File: config.mk
export PLATFORM = sky130hd
export DESIGN_NAME = sbuf_top
export DESIGN_NICKNAME = d
export VERILOG_FILES = /design/src/rtl/sbuf_pkg.sv /design/src/rtl/sbuf_ack_ctr.sv /design/src/rtl/sbuf_fwd.sv /design/src/rtl/sbuf_issue.sv /design/src/rtl/sbuf_top.sv
export SDC_FILE = /design/constraint.sdc
export NUM_CORES = 1
export LEC_CHECK = 0
export CORE_MARGIN = 8
export CORE_UTILIZATION = 31
export DETAILED_ROUTE_END_ITERATION = 10
export PLACE_DENSITY = 0.51
export SKIP_LAST_GASP = 1
export SLEW_MARGIN = 20
export SYNTH_ARGS = -nofsm -noshare
export SYNTH_HDL_FRONTEND = slang
export SYNTH_HIERARCHICAL = 1
export SYNTH_SLANG_ARGS = --single-unit
export TNS_END_PERCENT = 1
File: constraint.sdc
create_clock -name clk -period 3.7 [get_ports clk]
set_input_delay 0.555 -clock clk [delete_from_list [all_inputs] [get_ports clk]]
set_output_delay 0.555 -clock clk [all_outputs]
set_load 0.1 [all_outputs]
File: src/rtl/sbuf_pkg.sv
// Shared types and helpers for the store buffer.
// Assumes nothing beyond standard SystemVerilog.
package sbuf_pkg;

    // Per-entry state bits.
    typedef struct packed {
        logic live;   // entry holds an uncommitted store
        logic sent;   // invalidate issued (or not needed)
        logic owned;  // line was writable at acceptance
    } sb_flag_t;

    // Width of a slot index for a buffer of the given depth.
    function automatic int ptr_bits(input int depth);
        return (depth > 1) ? $clog2(depth) : 1;
    endfunction

endpackage

File: src/rtl/sbuf_ack_ctr.sv
// Acknowledge counter for one buffer entry.
// Counts peer acknowledges from allocation until PEERS have arrived.
// Assumes a peer acknowledges an entry at most once per invalidate.
module sbuf_ack_ctr #(
    parameter int PEERS = 3
) (
    input  logic clk,
    input  logic rst_n,
    input  logic clr,
    input  logic inc,
    output logic done
);
    localparam int CNT_W = $clog2(PEERS + 1);
    localparam logic [CNT_W-1:0] NEED = CNT_W'(PEERS);

    logic [CNT_W-1:0] cnt_q;

    // Restart on allocation, step once per tagged acknowledge.
    always_ff @(posedge clk) begin
        if (!rst_n || clr) begin
            cnt_q <= '0;
        end else if (inc && !done) begin
            cnt_q <= cnt_q + 1'b1;
        end
    end

    assign done = (cnt_q == NEED);

    // never more acknowledges than peers
    p_cnt_bound_r2: assert property (@(posedge clk) disable iff (!rst_n)
        cnt_q <= NEED);

    // an entry never receives an acknowledge beyond its peers
    p_no_extra_ack_r2: assert property (@(posedge clk) disable iff (!rst_n)
        (inc && !clr) |-> !done);

endmodule

File: src/rtl/sbuf_fwd.sv
// Load forwarding lookup over the buffer entries.
// Walks the entries from oldest to youngest so the last match wins.
// Assumes DEPTH is a power of two (slot indices wrap naturally).
module sbuf_fwd #(
    parameter int ADDR_W = 16,
    parameter int DATA_W = 32,
    parameter int DEPTH  = 4,
    parameter int PTR_W  = 2
) (
    input  logic              ent_live [DEPTH],
    input  logic [ADDR_W-1:0] ent_addr [DEPTH],
    input  logic [DATA_W-1:0] ent_data [DEPTH],
    input  logic [PTR_W-1:0]  head_idx,
    input  logic [ADDR_W-1:0] ld_addr,
    input  logic [DATA_W-1:0] ld_cache_data,
    output logic              ld_hit,
    output logic [DATA_W-1:0] ld_data
);
    // Youngest live match supplies data, otherwise the cache word passes.
    always_comb begin
        logic [PTR_W-1:0]  idx;
        logic              hit;
        logic [DATA_W-1:0] fwd;
        hit = 1'b0;
        fwd = '0;
        idx = head_idx;
        for (int k = 0; k < DEPTH; k++) begin
            idx = head_idx + PTR_W'(k);
            if (ent_live[idx] && (ent_addr[idx] == ld_addr)) begin
                hit = 1'b1;
                fwd = ent_data[idx];
            end
        end
        ld_hit  = hit;
        ld_data = hit ? fwd : ld_cache_data;
    end

endmodule

File: src/rtl/sbuf_issue.sv
// Invalidate issue walker.
// Visits entries in program order. It sends an invalidate for each entry
// not yet sent and skips entries that need none. Assumes the top commits
// an entry only after it has been marked sent.
module sbuf_issue #(
    parameter int ADDR_W = 16,
    parameter int DEPTH  = 4,
    parameter int PTR_W  = 2
) (
    input  logic              clk,
    input  logic              rst_n,
    input  logic [PTR_W:0]    tail_ptr,
    input  logic              ent_live [DEPTH],
    input  logic              ent_sent [DEPTH],
    input  logic [ADDR_W-1:0] ent_addr [DEPTH],
    input  logic              inv_ready,
    output logic              inv_valid,
    output logic [ADDR_W-1:0] inv_addr,
    output logic [PTR_W-1:0]  inv_tag,
    output logic              mark_sent
);
    logic [PTR_W:0]   iss_q;
    logic [PTR_W-1:0] idx;
    logic             ahead;
    logic             adv;

    // Decode the entry under the walker.
    always_comb begin
        idx       = iss_q[PTR_W-1:0];
        ahead     = (iss_q != tail_ptr);
        inv_valid = ahead && ent_live[idx] && !ent_sent[idx];
        inv_addr  = ent_addr[idx];
        inv_tag   = idx;
        mark_sent = inv_valid && inv_ready;
        adv       = ahead && ent_live[idx] && (ent_sent[idx] || inv_ready);
    end

    // Move past an entry once its invalidate is out or not needed.
    always_ff @(posedge clk) begin
        if (!rst_n) begin
            iss_q <= '0;
        end else if (adv) begin
            iss_q <= iss_q + 1'b1;
        end
    end

    // the walker never points at a committed entry
    p_ahead_live_r1: assert property (@(posedge clk) disable iff (!rst_n)
        ahead |-> ent_live[idx]);

    // a pending invalidate holds its values until taken
    p_inv_hold_r1: assert property (@(posedge clk) disable iff (!rst_n)
        (inv_valid && !inv_ready) |=> (inv_valid && $stable(inv_addr) && $stable(inv_tag)));

endmodule

File: src/rtl/sbuf_top.sv
// Per-core store buffer with forwarding and acknowledge-gated commit.
// Stores enter a circular buffer of DEPTH slots. Entries for lines not
// held writable wait for PEERS tagged acknowledges, and entries commit to
// the cache in program order. A write barrier blocks new stores until
// the buffer drains. Assumes DEPTH is a power of two and that the cache
// write port accepts a write every cycle.
module sbuf_top
    import sbuf_pkg::*;
#(
    parameter int ADDR_W = 16,
    parameter int DATA_W = 32,
    parameter int DEPTH  = 4,
    parameter int PEERS  = 3,
    localparam int TAG_W = ptr_bits(DEPTH)
) (
    input  logic              clk,
    input  logic              rst_n,
    input  logic              st_valid,
    output logic              st_ready,
    input  logic [ADDR_W-1:0] st_addr,
    input  logic [DATA_W-1:0] st_data,
    input  logic              st_owned,
    input  logic [ADDR_W-1:0] ld_addr,
    input  logic [DATA_W-1:0] ld_cache_data,
    output logic              ld_hit,
    output logic [DATA_W-1:0] ld_data,
    output logic              inv_valid,
    input  logic              inv_ready,
    output logic [ADDR_W-1:0] inv_addr,
    output logic [TAG_W-1:0]  inv_tag,
    input  logic              ack_valid,
    input  logic [TAG_W-1:0]  ack_tag,
    output logic              cw_valid,
    output logic [ADDR_W-1:0] cw_addr,
    output logic [DATA_W-1:0] cw_data,
    input  logic              bar_req,
    output logic              bar_done
);
    localparam int PTR_W = TAG_W;
    localparam logic [PTR_W:0] FULL_OCC = (PTR_W + 1)'(DEPTH);

    logic [PTR_W:0]    head_q;
    logic [PTR_W:0]    tail_q;
    logic [PTR_W:0]    occ;
    logic [PTR_W-1:0]  head_idx;
    logic [PTR_W-1:0]  tail_idx;
    logic              full;
    logic              alloc;
    logic              commit;
    logic              mark_sent;
    logic              bar_done_q;

    logic              live_v  [DEPTH];
    logic              sent_v  [DEPTH];
    logic              owned_v [DEPTH];
    logic              ack_done[DEPTH];
    logic [ADDR_W-1:0] addr_v  [DEPTH];
    logic [DATA_W-1:0] data_v  [DEPTH];

    // Occupancy, acceptance and commit decisions.
    always_comb begin
        head_idx = head_q[PTR_W-1:0];
        tail_idx = tail_q[PTR_W-1:0];
        occ      = tail_q - head_q;
        full     = (occ == FULL_OCC);
        st_ready = !full && !bar_req;
        alloc    = st_valid && st_ready;
        commit   = live_v[head_idx] && sent_v[head_idx]
                   && (owned_v[head_idx] || ack_done[head_idx]);
    end

    // Head and tail pointers of the circular buffer.
    always_ff @(posedge clk) begin
        if (!rst_n) begin
            head_q <= '0;
            tail_q <= '0;
        end else begin
            if (alloc)  tail_q <= tail_q + 1'b1;
            if (commit) head_q <= head_q + 1'b1;
        end
    end

    // One storage slot per entry, each with its own acknowledge counter.
    for (genvar g = 0; g < DEPTH; g++) begin : g_ent
        localparam logic [PTR_W-1:0] SLOT = PTR_W'(g);
        sb_flag_t          flag_q;
        logic [ADDR_W-1:0] addr_q;
        logic [DATA_W-1:0] data_q;

        // Entry flags: set on allocation, sent on issue, freed on commit.
        always_ff @(posedge clk) begin
            if (!rst_n) begin
                flag_q <= '0;
            end else if (alloc && (tail_idx == SLOT)) begin
                flag_q.live  <= 1'b1;
                flag_q.sent  <= st_owned;
                flag_q.owned <= st_owned;
            end else begin
                if (mark_sent && (inv_tag == SLOT)) flag_q.sent <= 1'b1;
                if (commit && (head_idx == SLOT))   flag_q.live <= 1'b0;
            end
        end

        // Payload capture; contents are only read while the entry is live.
        always_ff @(posedge clk) begin
            if (alloc && (tail_idx == SLOT)) begin
                addr_q <= st_addr;
                data_q <= st_data;
            end
        end

        sbuf_ack_ctr #(.PEERS(PEERS)) u_ack (
            .clk  (clk),
            .rst_n(rst_n),
            .clr  (alloc && (tail_idx == SLOT)),
            .inc  (ack_valid && (ack_tag == SLOT)),
            .done (ack_done[g])
        );

        assign live_v[g]  = flag_q.live;
        assign sent_v[g]  = flag_q.sent;
        assign owned_v[g] = flag_q.owned;
        assign addr_v[g]  = addr_q;
        assign data_v[g]  = data_q;
    end

    sbuf_fwd #(
        .ADDR_W(ADDR_W),
        .DATA_W(DATA_W),
        .DEPTH (DEPTH),
        .PTR_W (PTR_W)
    ) u_fwd (
        .ent_live     (live_v),
        .ent_addr     (addr_v),
        .ent_data     (data_v),
        .head_idx     (head_idx),
        .ld_addr      (ld_addr),
        .ld_cache_data(ld_cache_data),
        .ld_hit       (ld_hit),
        .ld_data      (ld_data)
    );

    sbuf_issue #(
        .ADDR_W(ADDR_W),
        .DEPTH (DEPTH),
        .PTR_W (PTR_W)
    ) u_iss (
        .clk      (clk),
        .rst_n    (rst_n),
        .tail_ptr (tail_q),
        .ent_live (live_v),
        .ent_sent (sent_v),
        .ent_addr (addr_v),
        .inv_ready(inv_ready),
        .inv_valid(inv_valid),
        .inv_addr (inv_addr),
        .inv_tag  (inv_tag),
        .mark_sent(mark_sent)
    );

    // Barrier completes one cycle after it is seen with an empty buffer.
    always_ff @(posedge clk) begin
        if (!rst_n) begin
            bar_done_q <= 1'b0;
        end else begin
            bar_done_q <= bar_req && (occ == '0);
        end
    end

    assign bar_done = bar_done_q;
    assign cw_valid = commit;
    assign cw_addr  = addr_v[head_idx];
    assign cw_data  = data_v[head_idx];

    // occupancy never exceeds the buffer depth
    p_occ_bound_r7: assert property (@(posedge clk) disable iff (!rst_n)
        occ <= FULL_OCC);

    // barrier done only with nothing left to commit
    p_bar_empty_r4: assert property (@(posedge clk) disable iff (!rst_n)
        bar_done |-> ((occ == '0) && !cw_valid));

    // a forwarding hit needs a buffered entry
    p_hit_nonempty_r3: assert property (@(posedge clk) disable iff (!rst_n)
        ld_hit |-> (occ != '0));

endmodule

**Yosys cells after proc, flatten, opt, wreduce, memory -nomap -nowiden**

Cells that the tools add are included.

- Flip-flop bits (word level): 222
- Word-level logic and storage cells: 206

- Bitwise operators: 5
- Equal/unequal tests: 22
- Add/subtract/negate cells: 11
- Magnitude comparators: 5
- Mux-type cells: 75
- Reductions and logical operators: 60

Operators by type and width:

| cell | number |
|---|---|
| 32-bit two-way mux | 13 |
| 32-bit binary-select mux with 2-bit select | 4 |
| 16-bit binary-select mux with 2-bit select | 5 |
| 16-bit two-way mux | 10 |
| 16-bit == test | 4 |
| 1-bit logical AND | 33 |
| 1-bit two-way mux | 30 |
| 2-bit == test (second input constant) | 12 |
| 1-bit binary-select mux with 2-bit select | 9 |
| 2-bit nonzero test | 8 |
| 3-bit greater-or-equal comparator (second input constant) | 5 |
| 2-bit NOT with 3-bit output | 5 |
| 2-bit by 1-bit adder with 2-bit output (second input constant) | 5 |
| 3-bit by 1-bit adder with 3-bit output (second input constant) | 3 |
| 2-bit by 1-bit == test with 1-bit output (second input constant) | 4 |
| 1-bit logical NOT | 8 |
| 2-bit logical NOT | 4 |
| 2-bit two-way mux | 4 |
| 1-bit logical OR | 6 |
| 2-bit adder (second input constant) | 2 |
| 3-bit == test (second input constant) | 1 |
| 3-bit logical NOT | 1 |
| 3-bit inequality test | 1 |
| 3-bit subtractor | 1 |

**Depth between registers and ports, before layout**

- Word-level depth: 11
- Mapped depth: 14
- Mapped depth without buffers: 8

**By module**

Netlist, hierarchy kept.

Modules (own cells, without submodules):

| module | cells an instance | instances | area an instance (sq um) | sequential area each (sq um) |
|---|---|---|---|---|
| sbuf_top | 389 | 1 | 8094.0 | 6145.9 |
| sbuf_fwd | 877 | 1 | 6729.0 | 0.0 |
| sbuf_issue | 46 | 1 | 671.9 | 60.1 |
| sbuf_ack_ctr | 9 | 4 | 98.8 | 40.0 |

**Worst setup path before layout**

OpenSTA, ideal clock, no wires.

- Kind: register to output
- Start point: register head_q[0]
- End point: output ld_data[23]
- Cell stages (with the launch flop): 13
- Setup slack: -1.154 ns
- Arrival time: 4.299 ns
- Path buffers: 4
- Required time: 3.145 ns
- Cell sequence: dfxtp_1 buf_6 buf_8 mux4_2 xnor2_1 nor4_2 o211ai_1 or4_4 buf_6 buf_6 o21ai_0 o221ai_1 a31oi_1

- Cells in the longest elaborated chain, start to end: 11
- Elaborated cells on any way between the ends: 60

Ends and longest elaborated chain:

| what | line | RTL |
|---|---|---|
| from (decl) | sbuf_top.sv:42 | `logic [PTR_W:0] head_q;` |
| from (signal assigned) | sbuf_top.sv:79 | `if (commit) head_q <= head_q + 1'b1;` |
| 2-bit by 1-bit adder with 2-bit output or 2-bit NOT with 3-bit output (tied branches) | sbuf_fwd.sv:28, sbuf_fwd.sv:29, sbuf_fwd.sv:31 |  |
| 2-bit NOT with 3-bit output (implied by the code) or 16-bit binary-select mux with 2-bit select (tied branches) | sbuf_fwd.sv:29, sbuf_fwd.sv:31 |  |
| 16-bit binary-select mux with 2-bit select or 16-bit two-way mux (tied branches) | sbuf_fwd.sv:29 | `if (ent_live[idx] && (ent_addr[idx] == ld_addr)) begin` |
| 16-bit two-way mux (implied by the code) | sbuf_fwd.sv:29 |  |
| 16-bit two-way mux (implied by the code) or 16-bit == test (tied branches) | sbuf_fwd.sv:29 |  |
| 16-bit == test or 1-bit logical AND (tied branches) | sbuf_fwd.sv:29 |  |
| 1-bit logical AND (tied with other cells) | sbuf_fwd.sv:29 |  |
| 32-bit two-way mux or 1-bit two-way mux (tied branches) (3 in a row) | sbuf_fwd.sv:29 |  |
| 32-bit two-way mux (*) | sbuf_fwd.sv:35 | `ld_data = hit ? fwd : ld_cache_data;` |
| to (decl) | sbuf_top.sv:26 | `output logic [DATA_W-1:0] ld_data,` |

Every way passes the cells marked *; elsewhere a longest branch is shown, timed or not. The select of a mux whose other input is x is not followed.

**Final worst setup path**

- Start point: register head_q[0]
- End point: output ld_data[28]

Same word-level chain as after synthesis.

==> results.json <==
{
  "dieWidth_um": 242,
  "async_flop_share_pct": 0,
  "hp-class": "flip-flop to flip-flop",
  "synth_seq_area_share_pct": 40.1,
  "start_kind": "flip-flop",
  "syn_area_per_cell_um2": 11.8,
  "finalHoldViolations": 0,
  "setup_violations": 51,
  "portBuffers": 207,
  "cts_buffer_depth": 3,
  "leakagePower_nw": 7.47,
  "netlist_instances": 1348,
  "netSwitchingFraction_pct": 28.0,
  "worst_clock_skew_ns": 0.0177,
  "min_period_ns": 4.51,
  "wire_per_inst_um": 22.1,
  "p_sw_w": 0.00185,
  "end_kind": "output port",
  "cp.arrival_ns": 3.96,
  "drive_gt1_share_pct": 37.5,
  "final.period_utilization_pct": 122,
  "area_growth_pct": 43.3,
  "report.final.slew_viol_count": 0,
  "powerDensity_nw_per_um2": 290,
  "power_w": 0.00660,
  "dp_hpwl_mm": 37.9,
  "core_um2": 51000,
  "drt-total-wl_mm": 53.9,
  "firstDrtPassIters": 5,
  "top_level_ports": 208,
  "cap_viol_max_count": 0,
  "synth.net_count": 1468,
  "path_clk_slew_ns": 0.06,
  "seq_area_um2": 6370,
  "max_freq_ghz": 0.222,
  "synth_area_um2": 15900,
  "gp_congestion": 0.861,
  "rows": 83,
  "tightest_slew_ns": 0.972,
  "num-fill-cells": 4649,
  "p_clk_share_pct": 40.1,
  "violations": "setup timing",
  "grt_start_max_net_pins": 71,
  "ant_nets": 0,
  "drcViolationCount": 0,
  "vias_per_cell": 5.33,
  "ys_seq_elements": 222,
  "drt_iter0_drc": 776,
  "cts_sinks": 222,
  "grt_pass1_vias": 13431,
  "cts_buffers": 28,
  "ir_drop_uv": 325,
  "synth_cell_types": 79,
  "seqPwrFrac_pct": 42.6,
  "setup_ws_ns": -0.810,
  "antenna_found_initial": 10,
  "synth_edf_count": 192,
  "start_util_pct": 31.2,
  "final_cell_mix": "buf_4, mux2i_1, edfxtp_1",
  "die_y_um": 242,
  "die_area_um2": 58800,
  "cts_tree": "yes",
  "rsz0062_at_grt": "true",
  "pwr-share-comb_pct": 17.3,
  "h-tree-depth": 1,
  "clock_latency_ns": 0.56,
  "ys_warn_count": 6,
  "worstSetupPathType": "flip-flop to output port",
  "multi_input_area_um2": 9810,
  "overflow": 0,
  "clockRootBuffer": "clkbuf_16",
  "setup_tns_ns": -26.73,
  "cts_hold_buffers": 0,
  "pre_cts_ws_ns": -0.642,
  "utilization_pct": 44.7,
  "vias": 13001,
  "gr-usage-all-layers_pct": 17.8,
  "final_common_cell": "buf_4",
  "crit_required_ns": 3.14,
  "p_int_w": 0.00475,
  "yosys_most_used_dff": "edfxtp_1",
  "r2r_slack_ns": 0.23,
  "grt_pass1_wl_mm": 82.9,
  "layout.nets": 1848,
  "timing.max_slew.rel_slack_pct": 35.0,
  "status": "finished, violations left",
  "worst-path-max-fanout": 22
}
==> routing by layer <==
layer,track usage (%),share of wire [%]
met1,23.4,44
met2,29.2,47
met4,4.95,2.3
met3,3.87,6.3
met5,0,0.058
==> synthesized netlist by cell type (29+ instances only) <==
library cell	instances	area [um^2]
clkbuf_1	52	195
edfxtp_1	192	5770
nand2_1	83	312
a2111oi_2	29	435
a21oi_1	51	255
nor2_1	122	458
buf_2	36	180
xor2_1	39	342
a31oi_1	38	238
mux4_2	81	1820
o221ai_1	32	280
mux2i_1	195	1950
mux2_2	35	394
xnor2_1	38	333
o21ai_0	44	220
dfxtp_1	30	601
nand3_1	37	185
==> stage by stage <==
stage | area (um^2) | hold slack (ns) | instances
finish | 22800 | 0.466 | 2437
global route | 22800 | 0.493 | 2432
CTS | 22500 | 0.464 | 2425
detailed placement | 20700 | 0.455 | 2337
global placement | 20700 | 0.457 | 2337
floorplan | 16400 | 0.442 | 1348
==> critical path, stage by stage, from the launching register on <==
cell and delay, ns:
dfxtp_4 0.42, buf_6 0.12, mux4_2 0.53, xor2_2 0.17, nor4_2 0.34, o211ai_1 0.21
or4_4 0.63, buf_12 0.21, o21ai_1 0.17, o221ai_4 0.15, a31oi_4 0.23, buf_12 0.19
==> kinds of logic after synthesis <==
logic type,Yosys count,synth area share (%)
mux,321,27.7
fa+ha+maj,15,1.18
compound gates,263,12.8
flops,222,40.1
buf+inv,142,4.72
xor+xnor,78,4.35
simple gates,307,9.13
==> final timing paths <==
path                      start                   to  cells past startpoint
min          g_ent[2].flag_q[0]   g_ent[2].flag_q[0]                      2
min reg2reg  g_ent[2].flag_q[0]   g_ent[2].flag_q[0]                      2
max                   head_q[0]          ld_data[28]                     11
max reg2reg           head_q[1]  g_ent[1].data_q[17]                      9
==> flip-flops by register name (all words and copies together) (netlist names) <==
name / count
bar_done: 1
g_ent.u_ack/cnt_q: 8
g_ent.flag_q: 12
head_q: 3
g_ent.data_q: 128
g_ent.addr_q: 64
u_iss/iss_q: 3
tail_q: 3
==> layout make-up <==
| cell class | instances | area share, % |
|---|---|---|
| multi-input combinational | 984 | 43.1 |
| inverter | 19 | 0.335 |
| sequential | 222 | 28.0 |
| clock inverter | 19 | 0.648 |
| antenna | 7 | 0.0769 |
| timing repair buffer | 473 | 20.9 |
| clock buffer | 33 | 3.25 |
| tap | 680 | 3.74 |
==> timing repair <==
item / 4_1_cts / 5_1_grt
buffers inserted: 31 / 4
pin swaps: 30 / 10
cloned: 6 / 1
hold endpoints to repair: 0 / 0
endpoints found under the setup margin: 54 / 74
resized for setup: 78 / 23
==> power groups by stage <==
stage                     Clock, W  Combinational (W)  Sequential [W]
after CTS                  0.00274            0.00115         0.00281
after detailed placement         0            0.00114         0.00286
final                      0.00265            0.00114         0.00281
after global placement           0            0.00113         0.00286
after floorplan                  0           0.000683         0.00286
after global routing       0.00284            0.00119         0.00281
(Power assumes the default switching activity.)
